[src/rtl/sad_pkg.sv]
`timescale 1ns/1ps
package sad_pkg;
  localparam int NREG     = 11;
  localparam int RG_ROM0  = 0;
  localparam int RG_ROMX  = 1;
  localparam int RG_VRAM  = 2;
  localparam int RG_XRAM  = 3;
  localparam int RG_WRAM0 = 4;
  localparam int RG_WRAMX = 5;
  localparam int RG_OAM   = 6;
  localparam int RG_SND   = 7;
  localparam int RG_HRAM  = 8;
  localparam int RG_IE    = 9;
  localparam int RG_IO    = 10;
endpackage

[src/rtl/sad_region_dec.sv]
`timescale 1ns/1ps
module sad_region_dec
  import sad_pkg::*;
#(
  parameter logic [7:0] VREG_LO = 8'h4F,
  parameter logic [7:0] WREG_LO = 8'h70
) (
  input  logic [15:0]     addr,
  input  logic            xram_ok,
  output logic [NREG-1:0] sel,
  output logic [15:0]     fold,
  output logic            is_vreg,
  output logic            is_wreg
);
  logic in_echo;

  always_comb begin
    in_echo = (addr[15:13] == 3'b111) && (addr < 16'hFE00);
    fold    = in_echo ? (addr & 16'hDFFF) : addr;
    is_vreg = (addr == {8'hFF, VREG_LO});
    is_wreg = (addr == {8'hFF, WREG_LO});
  end

  always_comb begin
    sel = '0;
    unique case (fold[15:12])
      4'h0, 4'h1, 4'h2, 4'h3: sel[RG_ROM0] = 1'b1;
      4'h4, 4'h5, 4'h6, 4'h7: sel[RG_ROMX] = 1'b1;
      4'h8, 4'h9:             sel[RG_VRAM] = 1'b1;
      4'hA, 4'hB:             sel[RG_XRAM] = xram_ok;
      4'hC:                   sel[RG_WRAM0] = 1'b1;
      4'hD:                   sel[RG_WRAMX] = 1'b1;
      default: begin
        if (fold[15:8] == 8'hFE) begin
          sel[RG_OAM] = (fold[7:0] < 8'hA0);
        end else if (fold[15:8] == 8'hFF) begin
          if (fold[7:0] == 8'hFF)
            sel[RG_IE] = 1'b1;
          else if (fold[7])
            sel[RG_HRAM] = 1'b1;
          else if (fold[7:0] >= 8'h10 && fold[7:0] <= 8'h3F)
            sel[RG_SND] = 1'b1;
          else
            sel[RG_IO] = !is_vreg && !is_wreg;
        end
      end
    endcase
  end
endmodule

[src/rtl/sad_bank_regs.sv]
`timescale 1ns/1ps
module sad_bank_regs #(
  parameter int WB_W = 3
) (
  input  logic            clk,
  input  logic            rst_n,
  input  logic            wr,
  input  logic [7:0]      wdata,
  input  logic            is_vreg,
  input  logic            is_wreg,
  output logic            vbank_q,
  output logic [WB_W-1:0] wbank_q
);
  logic            vbank_en, wbank_en;
  logic            vbank_d;
  logic [WB_W-1:0] wbank_d;

  always_comb begin
    vbank_en = wr && is_vreg;
    wbank_en = wr && is_wreg;
    vbank_d  = vbank_en ? wdata[0] : vbank_q;
    wbank_d  = wbank_en ? wdata[WB_W-1:0] : wbank_q;
  end

  always_ff @(posedge clk or negedge rst_n) begin
    if (!rst_n) begin
      vbank_q <= 1'b0;
      wbank_q <= '0;
    end else begin
      vbank_q <= vbank_d;
      wbank_q <= wbank_d;
    end
  end
endmodule

[src/rtl/sad_phys_map.sv]
`timescale 1ns/1ps
module sad_phys_map
  import sad_pkg::*;
#(
  parameter int ROMB_W = 9,
  parameter int XRB_W  = 4,
  parameter int WB_W   = 3,
  parameter int PA_W   = ROMB_W + 14
) (
  input  logic [NREG-1:0]   sel,
  input  logic [15:0]       fold,
  input  logic [ROMB_W-1:0] rom_bank,
  input  logic [XRB_W-1:0]  ram_bank,
  input  logic              vbank,
  input  logic [WB_W-1:0]   wbank,
  output logic [PA_W-1:0]   phys
);
  logic [WB_W-1:0] wb_eff;

  always_comb begin
    wb_eff = (wbank == '0) ? WB_W'(1) : wbank;
    phys   = '0;
    if (sel[RG_ROM0])  phys = PA_W'(fold[13:0]);
    if (sel[RG_ROMX])  phys = PA_W'({rom_bank, fold[13:0]});
    if (sel[RG_VRAM])  phys = PA_W'({vbank, fold[12:0]});
    if (sel[RG_XRAM])  phys = PA_W'({ram_bank, fold[12:0]});
    if (sel[RG_WRAM0]) phys = PA_W'(fold[11:0]);
    if (sel[RG_WRAMX]) phys = PA_W'({wb_eff, fold[11:0]});
    if (sel[RG_OAM] || sel[RG_SND] || sel[RG_HRAM] || sel[RG_IO])
      phys = PA_W'(fold[7:0]);
  end
endmodule

[src/rtl/sad_rdata_mux.sv]
`timescale 1ns/1ps
module sad_rdata_mux
  import sad_pkg::*;
#(
  parameter int WB_W = 3
) (
  input  logic [NREG-1:0] sel,
  input  logic            is_vreg,
  input  logic            is_wreg,
  input  logic            vbank,
  input  logic [WB_W-1:0] wbank,
  input  logic [7:0]      rom_rdata,
  input  logic [7:0]      vram_rdata,
  input  logic [7:0]      xram_rdata,
  input  logic [7:0]      wram_rdata,
  input  logic [7:0]      oam_rdata,
  input  logic [7:0]      snd_rdata,
  input  logic [7:0]      hram_rdata,
  input  logic [7:0]      ie_rdata,
  input  logic [7:0]      io_rdata,
  output logic [7:0]      rdata
);
  always_comb begin
    rdata = 8'hFF;
    if (sel[RG_ROM0] || sel[RG_ROMX])   rdata = rom_rdata;
    if (sel[RG_VRAM])                   rdata = vram_rdata;
    if (sel[RG_XRAM])                   rdata = xram_rdata;
    if (sel[RG_WRAM0] || sel[RG_WRAMX]) rdata = wram_rdata;
    if (sel[RG_OAM])                    rdata = oam_rdata;
    if (sel[RG_SND])                    rdata = snd_rdata;
    if (sel[RG_HRAM])                   rdata = hram_rdata;
    if (sel[RG_IE])                     rdata = ie_rdata;
    if (sel[RG_IO])                     rdata = io_rdata;
    if (is_vreg)                        rdata = {7'h7F, vbank};
    if (is_wreg)                        rdata = {{(8-WB_W){1'b1}}, wbank};
  end
endmodule

[src/rtl/sys_addr_decode.sv]
`timescale 1ns/1ps
module sys_addr_decode
  import sad_pkg::*;
#(
  parameter int ROMB_W = 9,
  parameter int XRB_W  = 4,
  parameter int WB_W   = 3,
  parameter logic [7:0] VREG_LO = 8'h4F,
  parameter logic [7:0] WREG_LO = 8'h70
) (
  input  logic                   clk,
  input  logic                   rst_n,
  input  logic [15:0]            cpu_addr,
  input  logic                   cpu_wr,
  input  logic [7:0]             cpu_wdata,
  input  logic [ROMB_W-1:0]      cart_rom_bank,
  input  logic [XRB_W-1:0]       cart_ram_bank,
  input  logic                   cart_ram_en,
  input  logic                   cart_clk_sel,
  input  logic [7:0]             rom_rdata,
  input  logic [7:0]             vram_rdata,
  input  logic [7:0]             xram_rdata,
  input  logic [7:0]             wram_rdata,
  input  logic [7:0]             oam_rdata,
  input  logic [7:0]             snd_rdata,
  input  logic [7:0]             hram_rdata,
  input  logic [7:0]             ie_rdata,
  input  logic [7:0]             io_rdata,
  output logic [NREG-1:0]        region_sel,
  output logic [ROMB_W+14-1:0]   phys_addr,
  output logic                   mem_we,
  output logic [7:0]             cpu_rdata
);
  localparam int PA_W = ROMB_W + 14;

  logic [15:0]     fold;
  logic            is_vreg, is_wreg, xram_ok;
  logic            vbank_q;
  logic [WB_W-1:0] wbank_q;

  assign xram_ok = cart_ram_en && !cart_clk_sel;

  sad_region_dec #(.VREG_LO(VREG_LO), .WREG_LO(WREG_LO)) dec_i (
    .addr(cpu_addr), .xram_ok(xram_ok), .sel(region_sel),
    .fold(fold), .is_vreg(is_vreg), .is_wreg(is_wreg)
  );

  sad_bank_regs #(.WB_W(WB_W)) regs_i (
    .clk(clk), .rst_n(rst_n), .wr(cpu_wr), .wdata(cpu_wdata),
    .is_vreg(is_vreg), .is_wreg(is_wreg),
    .vbank_q(vbank_q), .wbank_q(wbank_q)
  );

  sad_phys_map #(.ROMB_W(ROMB_W), .XRB_W(XRB_W), .WB_W(WB_W), .PA_W(PA_W)) map_i (
    .sel(region_sel), .fold(fold), .rom_bank(cart_rom_bank),
    .ram_bank(cart_ram_bank), .vbank(vbank_q), .wbank(wbank_q),
    .phys(phys_addr)
  );

  sad_rdata_mux #(.WB_W(WB_W)) mux_i (
    .sel(region_sel), .is_vreg(is_vreg), .is_wreg(is_wreg),
    .vbank(vbank_q), .wbank(wbank_q),
    .rom_rdata(rom_rdata), .vram_rdata(vram_rdata), .xram_rdata(xram_rdata),
    .wram_rdata(wram_rdata), .oam_rdata(oam_rdata), .snd_rdata(snd_rdata),
    .hram_rdata(hram_rdata), .ie_rdata(ie_rdata), .io_rdata(io_rdata),
    .rdata(cpu_rdata)
  );

  assign mem_we = cpu_wr && (|region_sel);
endmodule

[config.mk]
export PLATFORM = sky130hd
export DESIGN_NAME = sys_addr_decode
export DESIGN_NICKNAME = d
export VERILOG_FILES = /design/src/rtl/sad_pkg.sv /design/src/rtl/sad_region_dec.sv /design/src/rtl/sad_bank_regs.sv /design/src/rtl/sad_phys_map.sv /design/src/rtl/sad_rdata_mux.sv /design/src/rtl/sys_addr_decode.sv
export SDC_FILE = /design/constraint.sdc
export NUM_CORES = 1
export LEC_CHECK = 0
export BUFFER_PORTS_ARGS = -buffer_cell sky130_fd_sc_hd__buf_2
export CORE_MARGIN = 3
export CORE_UTILIZATION = 39
export DETAILED_ROUTE_END_ITERATION = 10
export PLACE_DENSITY = 0.92
export SYNTH_ARGS = -nofsm -noshare
export SYNTH_HDL_FRONTEND = slang
export SYNTH_SLANG_ARGS = --single-unit
[constraint.sdc]
create_clock -name clk -period 7 [get_ports clk]
set_input_delay 1.4 -clock clk [delete_from_list [all_inputs] [get_ports clk]]
set_output_delay 1.4 -clock clk [all_outputs]
set_load 0.03 [all_outputs]
---- Word-level counts from Yosys, hierarchy flattened ----
Cells that the tools add are included.
storage, ports and cells
  flip-flop bits (word level) ............. 4
  output and inout bits ................... 43
operators by class
  order comparisons ....................... 4
  equality and inequality tests ........... 19
  mux-type cells .......................... 38
  reduce and logical (&&, ||, !) cells .... 23
operator list
  operator              count
  $mux 23               6
  $mux 8                11
  $eq 16x16->1 const B  2
  $mux 14               2
  $eq 4x4->1 const B    6
  $eq 8x8->1 const B    3
  $eq 4x3->1 const B    4
  $lt 16x16->1 const B  1
  $mux 1                14
  $reduce_or 14->1      1
  $reduce_or 11->1      1
  $eq 4x2->1 const B    2
  $ge 8x5->1 const B    1
  $le 8x6->1 const B    1
  $lt 8x8->1 const B    1
  $mux 4                2
  $reduce_or 4->1       2
  $logic_and 1x1->1     7
  $logic_or 1x1->1      5
  $mux 5                1
  $eq 4x1->1 const B    1
  $logic_not 4->1       1
  $reduce_or 2->1       2
  $eq 3x3->1 const B    1
  4 further kinds       6

---- Longest topological paths before layout ----
Gate-level depths: netlist (run 1).
  depth after elaboration ................. 18
  mapped depth ............................ 7

---- Modules after synthesis ----
Synthesis (run 1) repeated with hierarchy kept, for this count alone.
unflattened totals
  cell total of the unflattened synthesis .. 228
  area, all modules ....................... 1524.0 um^2
by module, submodules not included
  module           instances  cells an instance  area an instance (um^2)  seq. area each (um^2)
  sad_rdata_mux    1          118                716.9                    0.0
  sad_region_dec   1          49                 310.3                    0.0
  sad_phys_map     1          45                 296.5                    0.0
  sad_bank_regs    1          10                 166.4                    100.1
  sys_addr_decode  1          6                  33.8                     0.0

---- Worst setup path after synthesis (run 1) ----
OpenSTA, ideal clock, no wires.
  path type ............................... input -> output
  start ................................... input port cpu_addr[12]
  end ..................................... output port cpu_rdata[0]
  arrival ................................. 3.354 ns
  path slack .............................. 2.246 ns
  stages on the path ...................... 6
  path buffers ............................ 2
  cell sequence ........................... buf_4 > inv_1 > buf_2 > nor4_2 > o211ai_1 > a211oi_1
on the way
  word-level cells in the longest chain between the ends .. 18
ends and longest elaborated chain
  item                                      line                   text
  start: declaration                        sys_addr_decode.sv:13  input logic [15:0] cpu_addr,
  $lt 16x16->1                              sad_region_dec.sv:18   in_echo = (addr[15:13] == 3'b111) && (addr < 16'hFE00);
  $logic_and 1x1->1                         sad_region_dec.sv:18
  $mux 14                                   sad_region_dec.sv:19   fold = in_echo ? (addr & 16'hDFFF) : addr;
  $eq 4x1->1, or another cell as far along  sad_region_dec.sv:26   unique case (fold[15:12])
  $reduce_or 4->1                           -
  $mux 1                                    sad_region_dec.sv:26
  $logic_or 1x1->1                          sad_rdata_mux.sv:25    if (sel[RG_ROM0] || sel[RG_ROMX]) rdata = rom_rdata;
  $mux 8                                    sad_rdata_mux.sv:25
  [... 2 more ...]                          -
  $mux 8                                    sad_rdata_mux.sv:28    if (sel[RG_WRAM0] || sel[RG_WRAMX]) rdata = wram_rdata;
  $mux 8                                    sad_rdata_mux.sv:29    if (sel[RG_OAM]) rdata = oam_rdata;
  $mux 8                                    sad_rdata_mux.sv:30    if (sel[RG_SND]) rdata = snd_rdata;
  $mux 8                                    sad_rdata_mux.sv:31    if (sel[RG_HRAM]) rdata = hram_rdata;
  $mux 8                                    sad_rdata_mux.sv:32    if (sel[RG_IE]) rdata = ie_rdata;
  $mux 8                                    sad_rdata_mux.sv:33    if (sel[RG_IO]) rdata = io_rdata;
  $mux 8                                    sad_rdata_mux.sv:34    if (is_vreg) rdata = {7'h7F, vbank};
  $mux 8 (*)                                sad_rdata_mux.sv:35    if (is_wreg) rdata = {{(8-WB_W){1'b1}}, wbank};
  end: declaration                          sys_addr_decode.sv:32  output logic [7:0] cpu_rdata
Every way passes the cells marked *; elsewhere a longest branch is shown, timed or not.

---- Worst setup path in the final report (run 1) ----
  start ................................... input port cpu_addr[15]
  end ..................................... output port cpu_rdata[1]
on the way
  word-level cells in the longest chain between the ends .. 18
ends and longest elaborated chain
  item                                               line
  $lt 16x16->1 / $eq 3x3->1 (equally long branches)  sad_region_dec.sv:18
  $logic_and 1x1->1                                  sad_region_dec.sv:18
  $mux 14                                            sad_region_dec.sv:19
  $eq 4x1->1, or another cell as far along           sad_region_dec.sv:26
  $reduce_or 4->1                                    -
  $mux 1                                             sad_region_dec.sv:26
  $logic_or 1x1->1                                   sad_rdata_mux.sv:25
  $mux 8                                             sad_rdata_mux.sv:25
  [... 2 more ...]                                   -
  $mux 8                                             sad_rdata_mux.sv:28
  $mux 8                                             sad_rdata_mux.sv:29
  $mux 8                                             sad_rdata_mux.sv:30
  $mux 8                                             sad_rdata_mux.sv:31
  $mux 8                                             sad_rdata_mux.sv:32
  $mux 8                                             sad_rdata_mux.sv:33
  $mux 8                                             sad_rdata_mux.sv:34
  $mux 8 (*)                                         sad_rdata_mux.sv:35
Marks and branches as above.

==> results of run 1 <==
[cell families after synthesis]
logic type             after synthesis  synth area share
flip-flops                           4            0.0657
AND/OR/NAND/NOR                    114             0.441
multiplexers                         4            0.0296
AO/OA/AOI/OAI                       84             0.381
buffers and inverters               28            0.0822
[critical path, stage by stage]
cell	delay, ns
buf_2	0.37
nand2_2	0.30
or4_4	0.63
nor4b_4	0.52
o22ai_1	0.16
a31oi_1	0.18
buf_2	0.22
[state kept, by name, indices dropped and copies added, names as in the netlist]
signal          cells
regs_i.vbank_q      1
regs_i.wbank_q      3
[per-layer routing]
| metal | track usage | vias up | wire length [um] |
|---|---|---|---|
| li1 | - | 1174 | - |
| met1 | 0.300 | 1056 | 2550 |
| met2 | 0.434 | 107 | 3000 |
| met3 | 0.0394 | 18 | 425 |
| met4 | 0.127 | 0 | 174 |
| met5 | 0 | - | 0 |
[final cells by class]
class / count / area (um^2) / share of cell area
repair buffers: 152 / 763 / 0.332
flip-flops and latches: 4 / 100 / 0.0435
well taps: 48 / 60.1 / 0.0261
inverters: 10 / 37.5 / 0.0163
clock buffers: 3 / 41.3 / 0.0180
multi-input cells: 202 / 1300 / 0.564
[stage by stage]
step                utilization  setup WS, ns
CTS                       0.619          1.84
floorplan                     -          2.25
global placement          0.608          1.89
finish                    0.619          1.81
detailed placement        0.608          1.85
global route              0.619          1.59
[placed cells by master, fill, tap and decap left out, types with 2 or more instances in the layout]
| master | n |
|---|---|
| and4_1 | 2 |
| nand2b_1 | 4 |
| o22ai_1 | 5 |
| a21oi_1 | 12 |
| buf_2 | 151 |
| nor3_1 | 4 |
| nor2b_1 | 8 |
| o22a_1 | 2 |
| a22o_1 | 3 |
| o211ai_1 | 10 |
| a22oi_1 | 2 |
| nor2_1 | 18 |
| a31oi_1 | 8 |
| o21bai_1 | 2 |
| nand3_2 | 2 |
| dfrtp_1 | 4 |
| or3_1 | 6 |
| clkbuf_8 | 3 |
| mux2_2 | 4 |
| a221oi_1 | 5 |
| o32a_1 | 2 |
| and2_1 | 15 |
| o21ai_0 | 15 |
| inv_1 | 10 |
| and3_1 | 2 |
| nor4_2 | 2 |
| nand2_1 | 20 |
| nor4_1 | 2 |
| nand3_1 | 12 |
| a211oi_1 | 3 |
| nand4_1 | 8 |
| o31ai_1 | 4 |
[cells in the mapped netlist, types with 5 or more instances]
master / count
o21ai_0: 15
and2_1: 15
o211ai_1: 10
inv_1: 10
or3_1: 6
nand3_1: 12
a221oi_1: 5
a31oi_1: 8
nand2_1: 20
nor2b_1: 8
clkbuf_1: 12
nor2_1: 18
o22ai_1: 5
a21oi_1: 12
nand4_1: 8
[path summary, 6_finish.rpt]
kind | startpoint | end | slack, ns | cells after the start
worst max-delay path | cpu_addr[15] | cpu_rdata[1] | 1.81 | 7
worst min-delay path | regs_i.wbank_q[0] | regs_i.wbank_q[0] | 0.55 | 1
worst max register to register | regs_i.wbank_q[1] | regs_i.wbank_q[1] | 6.19 | 1
worst min register to register | regs_i.wbank_q[0] | regs_i.wbank_q[0] | 0.55 | 1
max in group asynchronous | rst_n | regs_i.wbank_q[2] | 5.90 | 1
min in group asynchronous | rst_n | regs_i.wbank_q[1] | 0.98 | 1
[where the power goes]
part	total (W)	switching, W	leakage, nW	internal (W)
Clock	0.0000496	0.0000128	0.0216	0.0000367
Combinational	0.000127	0.0000766	1.07	0.0000499
Sequential	0.0000233	0.00000000961	0.0559	0.0000233
==> results by group, run 1 <==
Run status
  • Status: completed

STA
  • Setup Skew: 0 ns
  • Setup TNS: 0 ns
  • RSZ-0062 raised after global routing: no
  • Final setup fails: 0
  • Final Hold Slack: 0.554 ns
  • Period Utilization, post-route: 0.742
  • Relative slew slack: 0.411
  • Final hold violations: 0
  • Fmax: 193 MHz
  • Slew @ Worst Pin: 0.876 ns
  • Final Max Slew Viols: 0
  • Period minus WS final: approximately 5.2 ns

Logic synthesis
  • Top cells by area, synth: dfrtp_1 (6.6%), and2_1 (6.2%), nand2_1 (4.9%), o211ai_1 (4.9%), o21ai_0 (4.9%)
  • Post-synth top area cell: dfrtp_1
  • Synthesized area: 1520 um^2
  • Yosys cell types: 55
  • Asr flop ratio synth: 1.00
  • Syn Inst Count: 234
  • Mapped Nets: between 300 and 400
  • Syn avg cell area: 6.51 um^2
  • Synth Register Bits: 4
  • Synth Warn #: 0
  • Register area share after synthesis: 0.0657
  • Dominant synthesized flop cell: dfrtp_1
  • EDFF count, synth: 0
  • Synth top area share: 0.0657

Routing
  • Vias per cell: 5.62
  • Routed WL per cell: 14.7 um
  • Routed Antenna Nets: 0
  • DRC errors left: 0
  • Drt total wl: approximately 6.1 mm
  • Pre-antenna DRT Iters: 4
  • Via count: about 2400
  • Number of DRC markers in iteration 0: 104

Clocking
  • Worst-path clk slew: 0.03 ns
  • Total setup buffers inserted after CTS: 0
  • CTS buffer count: 3
  • H-Tree Depth: 1
  • Clk_lat worst skew: around 0.22 ns
  • Post-CTS sizing: 0
  • CTS Buffer Depth: 2
  • TritonCTS clock tree: done
  • Hold buffers post-CTS: 0
  • Clock sinks: 4
  • CTS root buffer: clkbuf_8

Setup path
  • Critical Path RT: 5.60 ns
  • CP Launch Type: input port
  • Worst setup EP type: primary output
  • CP max FO: 28
  • Setup CP Type: input port to primary output
  • CP arrival: around 3.8 ns

Global route
  • First-pass GRT wire length: ~9.1 mm
  • Largest net degree at the start of global routing: 29
  • Grt total ovfl: 0
  • Tot GR Track Use: 0.253
  • Initial antenna violation count: 0
  • Vias in the first global route: 2042

Layout
  • Post-route cell area: between 2000 and 2500 um^2
  • Layout area overhead: 51.0%
  • Nets@finish: roughly 490
  • Filler cells: 384
  • N_diodes: 0
  • Layout cells sized above 1: 0.456
  • Cell Count, Final, Fillers Out: 419

Die
  • Core Rows: 22
  • Chip height: around 68 um
  • Die area: 4690 um^2
  • Die X: 68.5 um
  • I/O pin count: ~160
  • Starting density of the core: 0.410
  • Core area: 3720 um^2

Placement
  • I/O Buffers: 151
  • Placed Cells: 416
  • Placed Area: 2260 um^2
  • Dpl hpwl: 5.12 mm
  • RD Place Congestion: 0.854

Min path
  • Worst hold path class: flip-flop to flip-flop

Job
  • Maxcap violations: 0

Power and ir drop
  • Overall Power: 0.000199 W
  • VDD IR max: approximately 0.14 mV
  • Pwr dens: 86.7 nW/um^2
  • Pleak: ~1.1 nW
Note: power is estimated with default switching activity, not from simulation.
==> run 2: changes to the inputs <==
- CORE_UTILIZATION: 39 -> 36
- PLACE_DENSITY: 0.92 -> 0.86
- clock period: 7 -> 4.95 ns (I/O delays scaled with it)
==> run 2 against run 1 <==
Effect of this change:
- core utilization down 4.4 points
- critical path depth unchanged
- clock power up 40%
- non-clock buffer count grew 2
- critical endpoint is now cpu_rdata[2]
==> results by group, run 2 (synthesis results as in run 1) <==
Run status
  • Status: completed (unchanged)

Power and ir drop
  • Clock Power Share: 0.248 (was 0.249)
  • Psw: 0.000125 W (was 0.0000895 W)
  • VDD IR max: 0.193 mV (was 0.140 mV)
  • Pleak: 1.15 nW (was 1.14 nW)
  • Int Power: 0.000156 W (was 0.000110 W)
  • Sequential Power Share: 0.117 (about the same)
  • Combinational Power Share: 0.635 (about the same)
  • Sw Share: 0.445 (was 0.449)
  • Pwr dens: 121 nW/um^2 (was 86.7 nW/um^2)

Global route
  • Initial antenna violation count: 0 (unchanged)
  • Vias in the first global route: 2112 (was 2042)
  • First-pass GRT wire length: 9.33 mm (was 9.09 mm)
  • Tot GR Track Use: 0.221 (was 0.253)
  • Largest net degree at the start of global routing: 29 (unchanged)
  • Grt total ovfl: 0 (unchanged)

STA
  • Period Utilization, post-route: 0.828
  • Slew @ Worst Pin: 0.705 ns (was 0.876 ns)
  • Final Hold Slack: 0.556 ns (was 0.554 ns)
  • Final setup fails: 0 (unchanged)
  • Fmax: roughly 240 MHz
  • Final Max Slew Viols: 0 (unchanged)
  • Setup TNS: 0 ns (unchanged)
  • Relative slew slack: 0.526 (was 0.411)
  • Final hold violations: 0 (unchanged)
  • Period minus WS final: 4.10 ns
  • Setup Skew: 0 ns (unchanged)
  • RSZ-0062 raised after global routing: no (unchanged)

Clocking
  • CTS buffer count: 3 (unchanged)
  • Worst-path clk slew: 0.03 ns (about the same)
  • Post-CTS sizing: 0 (unchanged)
  • Total setup buffers inserted after CTS: 0 (unchanged)
  • Clock sinks: 4 (unchanged)
  • Hold buffers post-CTS: 0 (unchanged)
  • Clk_lat worst skew: 0.22 ns (about the same)
  • H-Tree Depth: 1 (unchanged)
  • CTS Buffer Depth: 2 (unchanged)
  • TritonCTS clock tree: done (unchanged)
  • CTS root buffer: clkbuf_8 (unchanged)

Layout
  • N_diodes: 0 (unchanged)
  • Layout area overhead: 52.2% (was 51.0%)
  • Commonest non-fill, non-tap cells in the layout: buf_2 (151), nand2_1 (20), nor2_1 (18), o21ai_0 (15), and2_1 (15) (unchanged)
  • Nets@finish: 489 (was 487)
  • Max FFs per register: 3 (unchanged)
  • Biggest regs: regs_i.wbank_q: 3 flops, regs_i.vbank_q: 1 flops (unchanged)
  • Most common cell after layout, fill and taps aside: buf_2 (unchanged)
  • Register area: 100 um^2 (unchanged)
  • Filler cells: 413 (was 384)
  • Layout cells sized above 1: 0.458 (was 0.456)
  • Area of the multi-input gates: 1300 um^2 (unchanged)
  • Biggest register: regs_i.wbank_q (unchanged)
  • Post-route cell area: 2320 um^2 (was 2300 um^2)

Routing
  • Number of DRC markers in iteration 0: 93 (was 104)
  • Via count: 2351 (was 2355)
  • Routed WL per cell: 14.4 um (was 14.7 um)
  • Pre-antenna DRT Iters: 4 (unchanged)
  • Drt total wl: 6.09 mm (was 6.14 mm)
  • DRC errors left: 0 (unchanged)
  • Vias per cell: 5.56 (was 5.62)
  • Routed Antenna Nets: 0 (unchanged)

Setup path
  • CP Launch Type: input port (unchanged)
  • Setup CP Type: input port to primary output (unchanged)
  • Critical Path RT: 3.96 ns (was 5.60 ns)
  • CP max FO: 28 (unchanged)
  • CP arrival: 3.11 ns (was 3.79 ns)
  • Worst setup EP type: primary output (unchanged)

Job
  • Maxcap violations: 0 (unchanged)

Die
  • Chip height: 71.0 um (was 68.5 um)
  • Core area: 4030 um^2 (was 3720 um^2)
  • I/O pin count: 157 (unchanged)
  • Starting density of the core: 0.378 (was 0.410)
  • Core Rows: 23 (was 22)
  • Die X: 71.0 um (was 68.5 um)
  • Die area: 5050 um^2 (was 4690 um^2)

Placement
  • Placed Area: 2280 um^2 (was 2260 um^2)
  • I/O Buffers: 151 (unchanged)
  • Dpl hpwl: 5.13 mm (was 5.12 mm)
  • RD Place Congestion: 0.856 (was 0.854)

Min path
  • Worst hold path class: flip-flop to flip-flop (unchanged)
==> run 2: changes by cell type in the layout (fill, tap and decap cells not counted) <==
cell   delta
buf_4     +2
==> run 2: worst paths after layout <==
| path | from | to | slack (ns) | cells after the start |
|---|---|---|---|---|
| max | cpu_addr[15] | cpu_rdata[2] | 0.85 | 7 |
| min | regs_i.wbank_q[0] | regs_i.wbank_q[0] | 0.56 | 1 |
| max reg2reg | regs_i.wbank_q[2] | regs_i.wbank_q[2] | 4.13 | 1 |
| min reg2reg | regs_i.wbank_q[0] | regs_i.wbank_q[0] | 0.56 | 1 |
| max in group asynchronous | rst_n | regs_i.vbank_q | 4.26 | 1 |
| min in group asynchronous | rst_n | regs_i.wbank_q[1] | 0.57 | 1 |
==> run 2: cell type report <==
cell class,count,share of cell area
repair buffers,154,0.336
well taps,50,0.0270
flip-flops and latches,4,0.0432
multi-input cells,202,0.560
inverters,10,0.0162
clock buffers,3,0.0178
==> run 2: power by group through the flow <==
stage | registers [W] | clock network (W) | logic (W)
final | 0.0000330 | 0.0000696 | 0.000178
after global routing | 0.0000329 | 0.0000733 | 0.000194
after CTS | 0.0000329 | 0.0000714 | 0.000179
after detailed placement | 0.0000333 | 0 | 0.000179
after global placement | 0.0000333 | 0 | 0.000177
after floorplan | 0.0000333 | 0 | 0.000105
==> run 2: worst max-delay path, stage by stage <==
cell and delay [ns]:
buf_2 0.35, nand2_2 0.09, or4_4 0.57, nor4b_4 0.52, o22ai_1 0.19, a31oi_1 0.16, buf_2 0.23
==> run 2: layer usage <==
| layer | track usage | wire length (um) | vias to the layer above |
|---|---|---|---|
| met5 | 0 | 0 | - |
| li1 | - | - | 1179 |
| met2 | 0.399 | 3120 | 91 |
| met3 | 0.0241 | 429 | 14 |
| met1 | 0.266 | 2400 | 1067 |
| met4 | 0.0877 | 139 | 0 |
==> run 2: through the flow <==
step                setup slack, ns  power (W)   util  instances
floorplan                      1.02   0.000138      -        234
global placement              0.922   0.000210  0.565        420
detailed placement            0.886   0.000212  0.565        420
CTS                           0.886   0.000284  0.575        423
global route                  0.687   0.000301  0.575        423
finish                        0.852   0.000281  0.575        423
